**src/rtl/bj_pkg.sv**
```systemverilog
package bj_pkg;
  typedef enum logic [2:0] {
    OP_EQ   = 3'b000,
    OP_NE   = 3'b001,
    OP_JUMP = 3'b010,
    OP_RSVD = 3'b011,
    OP_LT   = 3'b100,
    OP_GE   = 3'b101,
    OP_LTU  = 3'b110,
    OP_GEU  = 3'b111
  } bj_op_e;

  localparam int unsigned SHORT_LEN = 2;
  localparam int unsigned FULL_LEN  = 4;
  localparam int unsigned WORD_BITS = 32;
  localparam int unsigned RD_BITS   = 5;
endpackage

```
**src/rtl/bj_cond_eval.sv**
```systemverilog
module bj_cond_eval
  import bj_pkg::*;
#(
  parameter int unsigned XLEN = 64
) (
  input  bj_op_e            op,
  input  logic [XLEN-1:0]   opa,
  input  logic [XLEN-1:0]   opb,
  input  logic              mode32,
  output logic              is_cond,
  output logic              cond_hit
);
  logic [XLEN-1:0] a_eff, b_eff;
  logic eq, lt_s, lt_u;

  generate
    if (XLEN > WORD_BITS) begin : g_fold
      localparam int unsigned UPPER = XLEN - WORD_BITS;
      assign a_eff = mode32 ? {{UPPER{opa[WORD_BITS-1]}}, opa[WORD_BITS-1:0]} : opa;
      assign b_eff = mode32 ? {{UPPER{opb[WORD_BITS-1]}}, opb[WORD_BITS-1:0]} : opb;
    end else begin : g_pass
      assign a_eff = opa;
      assign b_eff = opb;
    end
  endgenerate

  assign eq   = (a_eff == b_eff);
  assign lt_s = ($signed(a_eff) < $signed(b_eff));
  assign lt_u = (a_eff < b_eff);

  always_comb begin
    is_cond  = 1'b1;
    cond_hit = 1'b0;
    unique case (op)
      OP_EQ:   cond_hit = eq;
      OP_NE:   cond_hit = !eq;
      OP_LT:   cond_hit = lt_s;
      OP_GE:   cond_hit = !lt_s;
      OP_LTU:  cond_hit = lt_u;
      OP_GEU:  cond_hit = !lt_u;
      default: is_cond  = 1'b0;
    endcase
  end
endmodule

```
**src/rtl/bj_target_gen.sv**
```systemverilog
module bj_target_gen
  import bj_pkg::*;
#(
  parameter int unsigned XLEN = 64
) (
  input  logic [XLEN-1:0] pc,
  input  logic            len4,
  input  logic [XLEN-1:0] base,
  input  logic [XLEN-1:0] imm,
  input  logic            mode32,
  output logic [XLEN-1:0] seq_pc,
  output logic [XLEN-1:0] br_tgt,
  output logic [XLEN-1:0] jmp_tgt
);
  localparam logic [XLEN-1:0] STEP_S = XLEN'(SHORT_LEN);
  localparam logic [XLEN-1:0] STEP_F = XLEN'(FULL_LEN);
  localparam logic [XLEN-1:0] EVEN_MASK = ~XLEN'(1);

  function automatic logic [XLEN-1:0] fold_word(input logic [XLEN-1:0] v, input logic m32);
    logic [XLEN-1:0] r;
    r = v;
    if (m32) begin
      for (int i = WORD_BITS; i < XLEN; i++) r[i] = v[WORD_BITS-1];
    end
    return r;
  endfunction

  logic [XLEN-1:0] step, seq_raw, br_raw, jmp_raw;

  assign step    = len4 ? STEP_F : STEP_S;
  assign seq_raw = pc + step;
  assign br_raw  = pc + imm;
  assign jmp_raw = (base + imm) & EVEN_MASK;

  assign seq_pc  = fold_word(seq_raw, mode32);
  assign br_tgt  = fold_word(br_raw, mode32);
  assign jmp_tgt = fold_word(jmp_raw, mode32);
endmodule

```
**src/rtl/bj_align_chk.sv**
```systemverilog
module bj_align_chk #(
  parameter int unsigned XLEN = 64
) (
  input  logic            comp_en,
  input  logic            is_jump,
  input  logic            cond_take,
  input  logic [1:0]      imm_lo,
  input  logic [XLEN-1:0] br_tgt,
  input  logic [XLEN-1:0] jmp_tgt,
  output logic            fault,
  output logic [XLEN-1:0] fault_addr
);
  logic jump_bad, br_bad;

  assign jump_bad = !comp_en && is_jump && jmp_tgt[1];
  assign br_bad   = !comp_en && cond_take && (imm_lo != 2'b00);

  assign fault = jump_bad || br_bad;

  always_comb begin
    fault_addr = '0;
    if (jump_bad)    fault_addr = jmp_tgt;
    else if (br_bad) fault_addr = br_tgt;
  end
endmodule

```
**src/rtl/bj_resolve_unit.sv**
```systemverilog
module bj_resolve_unit
  import bj_pkg::*;
#(
  parameter int unsigned XLEN = 64
) (
  input  logic              clk,
  input  logic              rst_n,
  input  logic              in_valid,
  input  logic [2:0]        in_op,
  input  logic [XLEN-1:0]   in_pc,
  input  logic              in_len4,
  input  logic [XLEN-1:0]   in_rs1,
  input  logic [XLEN-1:0]   in_rs2,
  input  logic [XLEN-1:0]   in_imm,
  input  logic [4:0]        in_rd,
  input  logic              in_mode32,
  input  logic              in_comp_en,
  output logic              out_valid,
  output logic              out_taken,
  output logic [XLEN-1:0]   out_next_pc,
  output logic              out_link_we,
  output logic [4:0]        out_link_rd,
  output logic [XLEN-1:0]   out_link_val,
  output logic              out_misalign,
  output logic [XLEN-1:0]   out_fault_addr
);
  bj_op_e          op;
  logic            is_cond, cond_hit, is_jump, cond_take, want_xfer;
  logic            align_fault;
  logic [XLEN-1:0] seq_pc, br_tgt, jmp_tgt, fault_addr;
  logic            taken_d, link_we_d;
  logic [XLEN-1:0] next_d, link_val_d;

  assign op      = bj_op_e'(in_op);
  assign is_jump = (op == OP_JUMP);

  bj_cond_eval #(.XLEN(XLEN)) u_cond (
    .op       (op),
    .opa      (in_rs1),
    .opb      (in_rs2),
    .mode32   (in_mode32),
    .is_cond  (is_cond),
    .cond_hit (cond_hit)
  );

  bj_target_gen #(.XLEN(XLEN)) u_tgt (
    .pc      (in_pc),
    .len4    (in_len4),
    .base    (in_rs1),
    .imm     (in_imm),
    .mode32  (in_mode32),
    .seq_pc  (seq_pc),
    .br_tgt  (br_tgt),
    .jmp_tgt (jmp_tgt)
  );

  assign cond_take = is_cond && cond_hit;
  assign want_xfer = cond_take || is_jump;

  bj_align_chk #(.XLEN(XLEN)) u_align (
    .comp_en    (in_comp_en),
    .is_jump    (is_jump),
    .cond_take  (cond_take),
    .imm_lo     (in_imm[1:0]),
    .br_tgt     (br_tgt),
    .jmp_tgt    (jmp_tgt),
    .fault      (align_fault),
    .fault_addr (fault_addr)
  );

  assign taken_d    = want_xfer && !align_fault;
  assign link_we_d  = is_jump && !align_fault && (in_rd != '0);
  assign link_val_d = link_we_d ? seq_pc : '0;

  always_comb begin
    next_d = seq_pc;
    if (taken_d) next_d = is_jump ? jmp_tgt : br_tgt;
  end

  always_ff @(posedge clk or negedge rst_n) begin
    if (!rst_n) begin
      out_valid      <= 1'b0;
      out_taken      <= 1'b0;
      out_next_pc    <= '0;
      out_link_we    <= 1'b0;
      out_link_rd    <= '0;
      out_link_val   <= '0;
      out_misalign   <= 1'b0;
      out_fault_addr <= '0;
    end else if (in_valid) begin
      out_valid      <= 1'b1;
      out_taken      <= taken_d;
      out_next_pc    <= next_d;
      out_link_we    <= link_we_d;
      out_link_rd    <= link_we_d ? in_rd : '0;
      out_link_val   <= link_val_d;
      out_misalign   <= align_fault;
      out_fault_addr <= fault_addr;
    end else begin
      out_valid      <= 1'b0;
      out_taken      <= 1'b0;
      out_next_pc    <= '0;
      out_link_we    <= 1'b0;
      out_link_rd    <= '0;
      out_link_val   <= '0;
      out_misalign   <= 1'b0;
      out_fault_addr <= '0;
    end
  end
endmodule

```
**config.mk**
```make
export PLATFORM = sky130hd
export DESIGN_NAME = bj_resolve_unit
export DESIGN_NICKNAME = d
export VERILOG_FILES = /design/src/rtl/bj_pkg.sv /design/src/rtl/bj_cond_eval.sv /design/src/rtl/bj_target_gen.sv /design/src/rtl/bj_align_chk.sv /design/src/rtl/bj_resolve_unit.sv
export SDC_FILE = /design/constraint.sdc
export NUM_CORES = 1
export LEC_CHECK = 0
export BUFFER_PORTS_ARGS = -buffer_cell sky130_fd_sc_hd__buf_2
export CORE_MARGIN = 4
export CORE_UTILIZATION = 41
export DETAILED_ROUTE_END_ITERATION = 8
export HOLD_SLACK_MARGIN = 0.06
export PLACE_DENSITY_LB_ADDON = 0.15
export REMOVE_ABC_BUFFERS = 1
export SYNTH_ARGS = -nofsm -noshare
export SYNTH_HDL_FRONTEND = slang
export SYNTH_HIERARCHICAL = 1
export SYNTH_SLANG_ARGS = --single-unit
```
**constraint.sdc**
```tcl
create_clock -name clk -period 0.8 [get_ports clk]
set_clock_uncertainty 0.1 [all_clocks]
set_input_delay 0.12 -clock clk [delete_from_list [all_inputs] [get_ports clk]]
set_output_delay 0.12 -clock clk [all_outputs]
set_load 0.05 [all_outputs]
```
==> flow_metrics.tcl, run 1 <==
set metrics [dict create \
    grt_max_degree 89 \
    cp_slowest_cell "buf_4" \
    wl_per_cell_um 23.70 \
    cts_buffers 25 \
    vias 26890 \
    ys_ff_latch 201 \
    power.density_nw_per_um2 1442 \
    fin_crit_sh_pct 458.9 \
    pwr-share-comb_pct 55.5 \
    syn_area_per_cell_um2 8.225 \
    hpwl_um 85560 \
    die_area_um2 58660 \
    synth_edf_count 0 \
    hold_slack_ps -122.1 \
    startpoint_type "input port" \
    area_growth_pct 60.87 \
    rsz0062_at_grt "true" \
    cpPeakStageDelay_ps 610 \
    status "finished with violations" \
    grt_first_pass_wirelength_um 163800 \
    path_clk_slew_ps 60 \
    initial_core_util_pct 41.62 \
    drtIter0Drc 2903 \
    path_common_cell "buf_12" \
    grtUsageTotal_pct 35.68 \
    antenna_found_initial 7 \
    cts_sinks 201 \
    place.gp.congestion 1.051 \
    worstPathMaxFanout 56 \
    setup_slack_ps -2871 \
    swShare_pct 40.17 \
    switchingPower_w 0.02096 \
    layout_commonest_cell "buf_4" \
    fin_nets 4391 \
    drt.antenna.violating_nets 0 \
    dr.pass1.iters 6 \
    drc_errors 0 \
    die_x_um 242.2 \
    grt_pass1_vias 26540 \
    slew_headroom_pct 24.77 \
    drv_slew 0 \
    clk_root_buffer_cell "clkbuf_16" \
    worst_hold_path_type "input port to flip-flop" \
    io-pin-count 471 \
    synth_cells 2734 \
    violations "negative hold slack, negative setup slack" \
    netlist_area_um2 22490 \
    htree_levels 1 \
    clockPowerShare_pct 22.6 \
    fmax_mhz 272.4 \
    fp-row-count 85 \
    ir_worst_vdd_uv 1584 \
    drt-vias-per-instance 5.789 \
    crit_chain "buf_12, inv_8, nor2_4, buf_12, buf_8, a21oi_2, ha_1, nand4_1, nor4_4, nand3_1, or2_1, o2111ai_2, xnor2_1, a21o_2, buf_4, or4bb_1, o21ai_0, a21oi_1" \
    seq_power_share_pct 22.0 \
    cts_tree "built" \
    hold_viol 20 \
    intPower_w 0.03122 \
    cp-end-kind "flip-flop" \
    leakagePower_nw 17.37 \
    finalCriticalPeriod_ps 3671 \
    yosysUniqueCellTypes 102 \
    crit_arrival_ps 3990 \
    synthFlopType "dfrtp_1" \
    async_flop_share_pct 100.0 \
    ys_warn_count 6 \
    wirelength_um 110100 \
    setup_viol 581 \
    synth-seq-area-share_pct 22.37 \
    overflow 0 \
    dpl_worst_slack_ps -3553 \
    worst_pin_slew_ps 1125 \
    drive_above_1_share_pct 41.19 \
    cp.required_ps 1120 \
    critical_path_class "input port to flip-flop" \
    fill_cells 4477 \
    port_buffers 470 \
    final_cell_mix "buf_4, a21oi_1, buf_2" \
    cp.buffers_inverters 5 \
    fp.coreArea_um2 54030 \
    crit_family "simple AND/OR/NAND/NOR gates" \
    power_w 0.05218 \
    fp.dieH_um 242.2 \
    cap_violations 0 \
    cts_buffer_depth 3 \
]
[registers in the layout (all words and copies together), names as in the netlist]
register	count
out_taken	1
out_link_we	1
out_valid	1
out_link_val	64
out_next_pc	64
out_fault_addr	64
out_misalign	1
out_link_rd	5
[repair_timing]
item | CTS | global route
hold buffers | 11 | 1
endpoints found under the setup margin | 401 | 581
gates resized for setup | 282 | 32
hold endpoints to repair | 315 | 44
buffers inserted | 32 | 3
pin swaps | 143 | 42
cloned | 13 | 1
[synthesized netlist by cell type (55+ instances only)]
master	instances	share of area, %
a21oi_1	286	6.4
dfrtp_1	201	22
o21ai_0	193	4.3
ha_1	191	11
inv_1	170	2.8
nor2_1	149	2.5
and2_1	146	4.1
nand2_1	141	2.4
clkbuf_1	121	2.0
xnor2_1	121	4.7
a21o_1	75	2.5
nand2b_1	70	1.9
o311ai_0	65	2.5
nand3_1	61	1.4
o32ai_2	60	4.3
nand4_1	59	1.6
a21bo_2	57	2.5
xor2_1	55	2.1
[power by group through the flow]
stage	Clock, W	Sequential [W]	Combinational [W]
after floorplan	0	0.0136	0.0108
after global placement	0	0.0116	0.0259
after detailed placement	0	0.0116	0.0262
after CTS	0.0120	0.0115	0.0282
after global routing	0.0124	0.0115	0.0305
final	0.0118	0.0115	0.0289
[metrics by stage]
| step | std cells | setup TNS (ps) | util (%) | instance area (um^2) | hold slack, ps |
|---|---|---|---|---|---|
| 2_1_floorplan | 2536 | -2300360 | - | 21450 | -275.6 |
| 3_3_place_gp | 4536 | -669250 | 61.81 | 33390 | -86.34 |
| 3_5_place_dp | 4536 | -677400 | 61.81 | 33390 | -84.88 |
| 4_1_cts | 4636 | -760150 | 66.59 | 35980 | -314.7 |
| 5_1_grt | 4644 | -812960 | 66.95 | 36170 | -115.5 |
| 6_report | 4646 | -774500 | 66.95 | 36170 | -122.1 |
[cell families after synthesis]
logic type                 Yosys count  synth area share, %
AOI/OAI and AO/OA                  971                30.69
xor gates and xnor gates           177                6.927
adders and majority gates          194                10.89
buffers and inverters              369                7.462
DFF                                201                22.37
muxes                                2               0.1001
other                                1              0.01668
and+or+nand+nor                    819                21.54
[worst paths after layout]
kind	slack (ps)	end	cells after the start	from
max	-2870	out_next_pc[8]	18	in_mode32
min	-120	out_valid	2	in_valid
max in group asynchronous	-760	out_fault_addr[45]	5	rst_n
min in group asynchronous	220	out_link_we	5	rst_n
[metal layers]
metal,part of all wire (%),track usage [%],vias up
met2,44,56.18,1375
met1,44,49.83,12940
met5,0,0,-
met3,9.0,6.918,224
met4,3.4,10.48,0
li1,-,-,12360
[final cells by class]
type                       instances  area [um^2]  area share, %
multi-input combinational       2164        16300          45.07
timing repair buffer            1364        12470          34.47
sequential                       201         5034          13.92
tap                              696        870.8          2.407
clock buffer                      33        685.7          1.895
inverter                         171        649.4          1.795
clock inverter                    12        148.9         0.4116
antenna                            5        12.51        0.03459
No activity file was read; power rests on OpenSTA's default activity.
==> inputs of run 2 (changes only) <==
--- a/config.mk
+++ b/config.mk
@@ -5,6 +5,7 @@
 export SDC_FILE = /design/constraint.sdc
 export NUM_CORES = 1
 export LEC_CHECK = 0
+export ABC_AREA = 1
 export BUFFER_PORTS_ARGS = -buffer_cell sky130_fd_sc_hd__buf_2
 export CORE_MARGIN = 4
 export CORE_UTILIZATION = 41
==> run 2 against run 1 <==
Compared with the run above:
- the flow finishes with violations (negative setup slack)
- clock power is 17% lower
- largest power group unchanged
- critical path depth is 16 higher
- sequential cell count stayed put
- final cell count is 49% higher
- non-clock buffer count is 11 lower
- total power is 4.9% lower
==> flow_metrics.tcl, run 2 <==
set metrics [dict create \
    status "finished with violations" \
    violations "negative setup slack" \
    cts_buffer_depth 3 \
    syn_area_per_cell_um2 5.435 \
    swShare_pct 44.83 \
    io-pin-count 471 \
    grtUsageTotal_pct 36.96 \
    hold_start "in_pc[6]" \
    worst_hold_path_type "input port to flip-flop" \
    cpPeakStageDelay_ps 250 \
    drive_above_1_share_pct 26.94 \
    grt_first_pass_wirelength_um 189000 \
    ys_ff_latch 201 \
    clockPowerShare_pct 19.7 \
    cp.required_ps 1130 \
    hold_viol 0 \
    final_cell_mix "nand2_1, inv_1, buf_4" \
    area_growth_pct 49.55 \
    fmax_mhz 306.9 \
    crit_path_start "in_mode32" \
    crit_family "buffers and inverters" \
    setup_viol 401 \
    pwr-share-comb_pct 58.0 \
    fp.coreArea_um2 62850 \
    fp-row-count 92 \
    drc_errors 0 \
    fill_cells 6333 \
    antenna_found_initial 10 \
    cp_slowest_cell "ha_1" \
    cp.buffers_inverters 15 \
    htree_levels 1 \
    dpl_worst_slack_ps -3254 \
    die_x_um 259.7 \
    netlist_area_um2 25970 \
    place.gp.congestion 1.008 \
    grt_max_degree 64 \
    ir_worst_vdd_uv 1319 \
    finalCriticalPeriod_ps 3258 \
    rsz0062_at_grt "true" \
    drv_slew 0 \
    cp-end-kind "flip-flop" \
    cts_tree "built" \
    tns_ps -584570 \
    synth_edf_count 0 \
    synth_cells 4779 \
    yosys-top-cells-count "nand2_1, inv_1, nor2_1" \
    clk_root_buffer_cell "clkbuf_16" \
    vias 34350 \
    initial_core_util_pct 41.33 \
    drt-vias-per-instance 4.977 \
    switchingPower_w 0.02225 \
    worstPathMaxFanout 7 \
    fin_crit_sh_pct 407.2 \
    wl_per_cell_um 18.87 \
    ys_warn_count 6 \
    die_area_um2 67440 \
    yosysUniqueCellTypes 43 \
    yosysTopAreaCellShare_pct 28.12 \
    port_buffers 470 \
    multiInputGateArea_um2 17760 \
    crit_arrival_ps 3590 \
    overflow 0 \
    layout_commonest_cell "nand2_1" \
    setup_slack_ps -2458 \
    synth-seq-area-share_pct 19.36 \
    fin_cells 6902 \
    fin_nets 6499 \
    path_clk_slew_ps 70 \
    leakagePower_nw 24.45 \
    hold_buffers 7 \
    fp.dieH_um 259.7 \
    drtIter0Drc 3165 \
    yosysTopAreaCell "nand2_1" \
    wirelength_um 130200 \
    slew_headroom_pct 63.56 \
    cap_violations 0 \
    intPower_w 0.02738 \
    hpwl_um 106400 \
    power.density_nw_per_um2 1278 \
    critical_path_class "input port to flip-flop" \
    async_flop_share_pct 100.0 \
    regArea_um2 5030 \
    top_regs "out_fault_addr x64, out_link_val x64, out_next_pc x64" \
    dr.pass1.iters 5 \
    worst_pin_slew_ps 545.2 \
    drt.antenna.violating_nets 0 \
    dp.cells 6775 \
    power_w 0.04964 \
    cts_buffers 21 \
    seq_power_share_pct 22.3 \
    grt_pass1_vias 32360 \
    yosysMostFrequentCell "nand2_1" \
    startpoint_type "input port" \
    synthFlopType "dfrtp_1" \
    cts_sinks 201 \
    ys_top_cells_by_area "nand2_1, dfrtp_1, inv_1, ha_1, nor2_1" \
]
[run 2: cell count changes after synthesis, moves of 65 or more]
cell,delta
and2_1,-144
inv_1,+756
nor2_1,+347
nand3_1,+261
o311ai_0,-65
nand2b_1,-70
clkbuf_1,-78
nand2_1,+1805
xnor2_1,-100
o21ai_0,-171
a21o_1,-69
[run 2: final cells by class]
cell class | instances | share of cell area (%)
multi-input combinational | 3518 | 45.72
timing repair buffer | 1353 | 27.73
sequential | 201 | 12.95
inverter | 940 | 9.109
tap | 846 | 2.725
clock buffer | 25 | 1.443
clock inverter | 10 | 0.2609
antenna | 9 | 0.05798
[run 2: timing repair]
item,in CTS,in global routing
buffers inserted,29,8
setup endpoints to repair,401,401
gates cloned,37,4
endpoints found under the hold margin,249,32
resized for setup,264,94
pin swaps,65,52
[run 2: worst min-delay path: cells and delay by family]
kind          cells  cell delay [ps]
buf+inv           3              390
xor+xnor          1               70
simple gates      1               40
[run 2: per-layer routing]
layer  GRT usage, %  share of wire (%)
met1          48.90                 42
met2          60.46                 44
met3          3.973                7.6
met4          17.60                6.0
met5              0                  0
[run 2: power groups by stage]
stage	combinational [W]	sequential (W)	clock [W]
6_report	0.0288	0.0111	0.00980
3_3_place_gp	0.0252	0.0113	0
3_5_place_dp	0.0253	0.0112	0
4_1_cts	0.0278	0.0110	0.00987
2_1_floorplan	0.0110	0.0134	0
5_1_grt	0.0309	0.0111	0.0103
[run 2: stage by stage]
step	util [%]	instance area, um^2	hold slack [ps]
3_3_place_gp	56.43	35470	8.931
3_5_place_dp	56.43	35470	9.341
4_1_cts	60.99	38330	-24.54
2_1_floorplan	-	25300	-275.6
6_report	61.81	38850	9.625
5_1_grt	61.80	38840	13.69
[run 2: worst paths after layout]
path / end / cells after the start
min in group asynchronous: out_next_pc[21] / 3
max in group asynchronous: out_fault_addr[44] / 4
min: out_link_val[6] / 5
max: out_misalign / 34
[run 2: cell families after synthesis]
logic type | count (synthesis) | synth area share (%)
buffers and inverters | 1061 | 16.18
other | 1 | 0.01444
DFF | 201 | 19.36
xor gates and xnor gates | 113 | 3.868
and+or+nand+nor | 2927 | 45.46
AOI/OAI and AO/OA | 282 | 5.684
adders and majority gates | 194 | 9.432
